===== src/rtl/gtc_nibble_cmp.sv =====
module gtc_nibble_cmp #(
  parameter int unsigned CNT_W = 5
) (
  input  logic [7:0]       tag_byte,
  input  logic [3:0]       ptag,
  input  logic             skip_lo,
  input  logic [CNT_W-1:0] matched,
  input  logic [CNT_W-1:0] gran_count,
  output logic             stop,
  output logic             fail,
  output logic [CNT_W-1:0] matched_next
);
  logic [7:0]       diff;
  logic             lo_bad, hi_bad;
  logic [CNT_W-1:0] after_lo;

  // Replicate the pointer tag into both nibbles and compare the byte at once
  assign diff     = tag_byte ^ {ptag, ptag};
  assign lo_bad   = !skip_lo && (diff[3:0] != 4'h0);
  assign hi_bad   = diff[7:4] != 4'h0;
  assign after_lo = matched + (skip_lo ? CNT_W'(0) : CNT_W'(1));

  always_comb begin
    stop         = 1'b0;
    fail         = 1'b0;
    matched_next = after_lo;
    if (lo_bad) begin
      stop         = 1'b1;
      fail         = 1'b1;
      matched_next = matched;
    end else if (after_lo == gran_count) begin
      stop = 1'b1;
    end else if (hi_bad) begin
      stop = 1'b1;
      fail = 1'b1;
    end else begin
      matched_next = after_lo + CNT_W'(1);
      stop         = (matched_next == gran_count);
    end
  end
endmodule


===== config.mk =====
export PLATFORM = sky130hd
export DESIGN_NAME = gtc_nibble_cmp
export DESIGN_NICKNAME = d
export VERILOG_FILES = /design/src/rtl/gtc_nibble_cmp.sv
export SDC_FILE = /design/constraint.sdc
export NUM_CORES = 1
export LEC_CHECK = 0
export BUFFER_PORTS_ARGS = -buffer_cell sky130_fd_sc_hd__buf_2
export CAP_MARGIN = 20
export CELL_PAD_IN_SITES_DETAIL_PLACEMENT = 0
export CELL_PAD_IN_SITES_GLOBAL_PLACEMENT = 1
export CORE_UTILIZATION = 25
export DETAILED_ROUTE_END_ITERATION = 16
export PLACE_DENSITY_LB_ADDON = 0.1
export SLEW_MARGIN = 20
export SYNTH_ARGS = -nofsm -noshare
export SYNTH_HDL_FRONTEND = slang
export SYNTH_SLANG_ARGS = --single-unit

===== constraint.sdc =====
create_clock -name vclk -period 4.1
set_input_delay 0.82 -clock vclk [all_inputs]
set_output_delay 0.82 -clock vclk [all_outputs]
set_load 0.005 [all_outputs]

==> key figures, run 1 <==
Power
  • Pwr Density: ~120 mW/mm^2
  • Leakage power: between 0.3 and 0.4 nW
  • Total power: ~96 uW
  • Maximum VDD drop: ~0.047 mV

Timing
  • Final period utilization: 0.934
  • Max Slew Vio Count: 0
  • Worst Tran Pin Value: just over 0.9 ns
  • RSZ-0062 raised after global routing: false
  • Final setup fails: 0
  • Fin crit period: roughly 3.8 ns
  • Setup TNS: 0 ns
  • Hold Vio Cnt, Final: 0
  • Fmax: roughly 260 MHz
  • Relative slew slack: 0.385

Drt
  • DR pass1 iterations: 4
  • Via/cell ratio: between 4 and 5
  • Drt wl/cell: around 12 microns
  • First DRT Iteration DRCs: 7
  • Final ANT Viol Nets: 0
  • # DRC: 0
  • Vias: 676
  • Final wirelength: approximately 1.6 mm

Worst setup path
  • Worst-path fanout max: 4
  • CP required: 3.28 ns
  • Startpoint Class: input port
  • CP arrival: between 3 and 4 ns
  • CP Class: in -> out
  • CP endpoint kind: output pin

Final layout
  • Synth-to-layout area growth: 26.0%
  • Most common cell after layout, fill and taps aside: buf_2
  • Final Instance Area: ~810 sq um
  • Layout cells sized above 1: 0.377
  • Commonest non-fill, non-tap cells in the layout: 30 x buf_2, 15 x xnor2_1, 8 x nand2_1
  • Antenna cell count: 0
  • Nets@finish: roughly 130
  • Final core utilization: 0.331
  • Clock buffers: 0
  • Seq. cell area: 0 sq um
  • Sequential cells: 0

Clock network
  • Setup Fix Bufs, Post-CTS: 0
  • # hold bufs at CTS: 0
  • Cts repair resizes: 0

Place
  • Post-DP HPWL: roughly 1.4 mm
  • GPL Wtd Cong: about 0.76
  • Placed Area: between 800 and 900 sq um
  • Port Buf Inserts: 30

Min path
  • Hold Crit Start: matched[4]
  • Min-Delay Path Class: in -> out
  • Hold Path Cell Cnt: 3
  • Hold path endpoint: matched_next[4]

Synthesis
  • Post-Syn Area: approximately 650 sq um
  • Cell count after synthesis: between 70 and 80
  • Top cell type by total area after synthesis: xnor2_1
  • Avg Cell Area, Syn: around 8 sq um
  • Sequential area share after synthesis: 0
  • Cell variety after synth: 38
  • Syn_nets: between 100 and 150
  • Synth area leaders: xnor2_1 20%, xnor2_2 7.6%, ha_1 5.8%
  • Synth warnings: 0
  • Synth top area share: 0.203

GRT
  • Total track usage: 0.124
  • Initial antenna violation count: 0
  • Global-route wire length before repair: 2.66 mm
  • Largest net degree at the start of global routing: 12
  • Total gr overflow: 0
  • Vias in the first global route: ~590

Die
  • Rows: 18
  • Core ar.: around 0.0025 sq mm
  • Die boundary height: between 50 and 60 microns
  • # IOs: 30
  • Initial Util: 0.263
  • Die W: about 53 microns
  • DIE AREA: 0.00279 sq mm

Run
  • Max Cap Viol: 0

Outcome
  • Status: completed
how the worst max path moves through the flow:
stage	cells after the start	start	to	slack, ns
2_1_floorplan	9	skip_lo	stop	0.63
3_3_place_gp	11	skip_lo	stop	0.24
6_report	11	skip_lo	stop	0.27
4_1_cts	11	skip_lo	stop	0.24
5_1_grt	10	skip_lo	matched_next[3]	0.08
3_5_place_dp	11	skip_lo	stop	0.25
worst max-delay path: stages:
cell	delay (ns)
buf_2	0.10
inv_1	0.04
ha_1	0.23
ha_1	0.36
ha_1	0.22
inv_1	0.10
or4b_1	0.52
o21ai_2	0.10
xnor2_1	0.09
o311ai_2	0.27
buf_2	0.15
power breakdown:
part	switching (mW)	internal, mW	total (mW)
Combinational	0.0503	0.0462	0.0965
Sequential	0	0	0
Clock	0	0	0
Total	0.0503	0.0462	0.0965
cell families after synthesis:
kind of cell | count (synthesis) | share of synthesized area
adders and majority gates | 3 | 0.0581
and+or+nand+nor | 26 | 0.236
xor gates and xnor gates | 21 | 0.341
buffers and inverters | 7 | 0.0542
AOI/OAI and AO/OA | 18 | 0.238
muxes | 4 | 0.0717
cell type report:
class,count,area [sq um]
fill,282,1640
timing repair buffer,30,150
inverter,4,15.0
tap,30,37.5
multi-input combinational,72,611
synthesized netlist by cell type (2+ instances only):
library cell and count:
or3_1 2, nand2_1 8, o21ai_1 3, nand3_1 2, xor2_1 2, ha_1 3, xnor2_2 3, o211ai_1 4
and3_4 2, nor3_1 2, nand4_1 2, xnor2_1 15, inv_1 4, mux2i_1 2, a21oi_1 2
stage by stage:
stage	setup WS, ns	hold slack (ns)	cells
global route	0.0822	1.94	136
floorplan	0.631	1.70	79
global placement	0.239	1.92	136
detailed placement	0.253	1.93	136
CTS	0.242	1.93	136
finish	0.272	1.92	136
layer usage:
metal,part of all wire,track usage,vias to the layer above
li1,-,-,352
met1,0.51,0.186,308
met2,0.44,0.203,16
met3,0.053,0.00580,0
met4,0,0,0
met5,0,0,-
Power figures use the tool's default switching activity.
==> inputs of run 2 (changes only) <==
--- a/config.mk
+++ b/config.mk
@@ -11,6 +11,7 @@
 export CELL_PAD_IN_SITES_GLOBAL_PLACEMENT = 1
 export CORE_UTILIZATION = 25
 export DETAILED_ROUTE_END_ITERATION = 16
+export MAX_ROUTING_LAYER = met4
 export PLACE_DENSITY_LB_ADDON = 0.1
 export SLEW_MARGIN = 20
 export SYNTH_ARGS = -nofsm -noshare
==> run 2 against run 1 <==
  * Non-clock buffer count unchanged
  * Hold slack unchanged
  * Die area is the same
  * Worst setup slack got worse by 0.0015 ns
  * Global-route usage grew 0.32 points
  * First-iteration DRC count grew 14%
  * Routed wire length is essentially flat
  * Maximum frequency is essentially flat
  * Critical endpoint unchanged
  * Final area is the same
  * Core utilization is the same
  * Largest cell class unchanged
  * Critical path depth unchanged
  * Combinational power barely moved
==> key figures, run 2 (synthesis results as in run 1) <==
Final layout
  • Synth-to-layout area growth: 26.0% (unchanged)
  • Antenna cell count: 0 (unchanged)
  • Most common cell after layout, fill and taps aside: buf_2 (unchanged)
  • Final Instance Area: 813 sq um (unchanged)
  • Seq. cell area: 0 sq um (unchanged)
  • Nets@finish: 134 (unchanged)
  • Layout cells sized above 1: 0.377 (unchanged)
  • Commonest non-fill, non-tap cells in the layout: 30 x buf_2, 15 x xnor2_1, 8 x nand2_1 (unchanged)
  • Fillers: 282 (unchanged)
  • Multi-input gate area: 611 sq um (unchanged)
  • Final Non-Filler Cells: 136 (unchanged)
  • Clock buffers: 0 (unchanged)
  • Sequential cells: 0 (unchanged)

Die
  • Initial Util: 0.263 (unchanged)
  • Die boundary height: 52.8 microns (unchanged)
  • Die W: 52.8 microns (unchanged)
  • # IOs: 30 (unchanged)
  • DIE AREA: 0.00279 sq mm (unchanged)
  • Core ar.: 0.00245 sq mm (unchanged)
  • Rows: 18 (unchanged)

Power
  • Leakage power: 0.334 nW (unchanged)
  • Switching pwr: 50.1 uW (was 50.3 uW)
  • Clock Power Share: 0 (about the same)
  • Flop pwr share: 0 (about the same)
  • Comb pwr share: 1.000 (about the same)
  • P_int: 46.1 uW (was 46.2 uW)
  • Maximum VDD drop: 0.0467 mV (was 0.0469 mV)
  • Switching part of the total: 0.521 (about the same)
  • Pwr Density: 118 mW/mm^2 (was 119 mW/mm^2)
  • Total power: 96.3 uW (was 96.5 uW)

GRT
  • Global-route wire length before repair: 2.66 mm (unchanged)
  • Initial antenna violation count: 0 (unchanged)
  • Total track usage: 0.127 (was 0.124)
  • Vias in the first global route: 590 (was 589)
  • Largest net degree at the start of global routing: 12 (unchanged)
  • Total gr overflow: 0 (unchanged)

Drt
  • First DRT Iteration DRCs: 8 (was 7)
  • DR pass1 iterations: 4 (unchanged)
  • Vias: 673 (was 676)
  • Drt wl/cell: 11.9 microns (about the same)
  • # DRC: 0 (unchanged)
  • Final wirelength: 1.61 mm (was 1.62 mm)
  • Via/cell ratio: 4.95 (was 4.97)
  • Final ANT Viol Nets: 0 (unchanged)

Clock network
  • Cts repair resizes: 0 (unchanged)
  • # hold bufs at CTS: 0 (unchanged)
  • Setup Fix Bufs, Post-CTS: 0 (unchanged)

Timing
  • Worst Tran Pin Value: 0.905 ns (was 0.911 ns)
  • Final period utilization: 0.934 (about the same)
  • Max Slew Vio Count: 0 (unchanged)
  • Fmax: 261 MHz (about the same)
  • RSZ-0062 raised after global routing: false (unchanged)
  • Hold Vio Cnt, Final: 0 (unchanged)
  • Fin crit period: 3.83 ns (about the same)
  • Final worst setup slack: 0.270 ns (was 0.272 ns)
  • Final setup fails: 0 (unchanged)
  • Setup TNS: 0 ns (unchanged)
  • Relative slew slack: 0.389 (was 0.385)

Min path
  • Hold path endpoint: matched_next[4] (unchanged)
  • Min-Delay Path Class: in -> out (unchanged)
  • Hold Path Cell Cnt: 3 (unchanged)
  • Hold Crit Start: matched[4] (unchanged)

Worst setup path
  • CP endpoint kind: output pin (unchanged)
  • Worst-path fanout max: 4 (unchanged)
  • Startpoint Class: input port (unchanged)
  • CP Class: in -> out (unchanged)
  • CP arrival: 3.01 ns (about the same)
  • CP required: 3.28 ns (about the same)

Outcome
  • Status: completed (unchanged)

Place
  • Placed Area: 813 sq um (unchanged)
  • Post-DP HPWL: 1.38 mm (unchanged)
  • Port Buf Inserts: 30 (unchanged)
  • Setup WS pre-CTS: 0.253 ns (unchanged)
  • Placed Instances: 136 (unchanged)
  • GPL Wtd Cong: 0.768 (was 0.758)

Run
  • Max Cap Viol: 0 (unchanged)
==> run 2: cell counts in the layout (fill, tap and decap cells not counted) <==
Identical to the previous run, type by type.
==> run 2: power by group through the flow <==
stage | combinational (mW) | clock, mW | sequential [mW]
floorplan | 0.0678 | 0 | 0
global route | 0.107 | 0 | 0
global placement | 0.0981 | 0 | 0
detailed placement | 0.0972 | 0 | 0
CTS | 0.0976 | 0 | 0
finish | 0.0963 | 0 | 0
==> run 2: layer usage <==
| layer | up-vias | share of wire | GRT usage | wire [microns] |
|---|---|---|---|---|
| met4 | 0 | 0 | 0 | 0 |
| met5 | - | 0 | - | 0 |
| li1 | 352 | - | - | - |
| met2 | 16 | 0.44 | 0.203 | 712 |
| met1 | 305 | 0.51 | 0.186 | 817 |
| met3 | 0 | 0.053 | 0.00580 | 85 |
==> run 2: how the worst max path moves through the flow <==
stage,from,endpoint,slack (ns),cells after the start
6_report,skip_lo,stop,0.27,11
2_1_floorplan,skip_lo,stop,0.63,9
5_1_grt,skip_lo,matched_next[3],0.08,10
3_5_place_dp,skip_lo,stop,0.25,11
3_3_place_gp,skip_lo,stop,0.24,11
4_1_cts,skip_lo,stop,0.24,11
==> run 2: metrics by stage <==
step / hold WS, ns / utilization
6_report: 1.92 / 0.331
5_1_grt: 1.94 / 0.331
4_1_cts: 1.93 / 0.331
3_5_place_dp: 1.93 / 0.331
3_3_place_gp: 1.92 / 0.331
2_1_floorplan: 1.70 / -
==> run 2: critical path: stages <==
cell and delay (ns):
buf_2 0.10, inv_1 0.04, ha_1 0.23, ha_1 0.36
ha_1 0.22, inv_1 0.10, or4b_1 0.52, o21ai_2 0.10
xnor2_1 0.09, o311ai_2 0.27, buf_2 0.15
==> run 2: area by class of cell <==
cell class,count,share of cell area
Multi-Input combinational cell,72,0.751
Timing Repair Buffer,30,0.185
Tap cell,30,0.0462
Inverter,4,0.0185
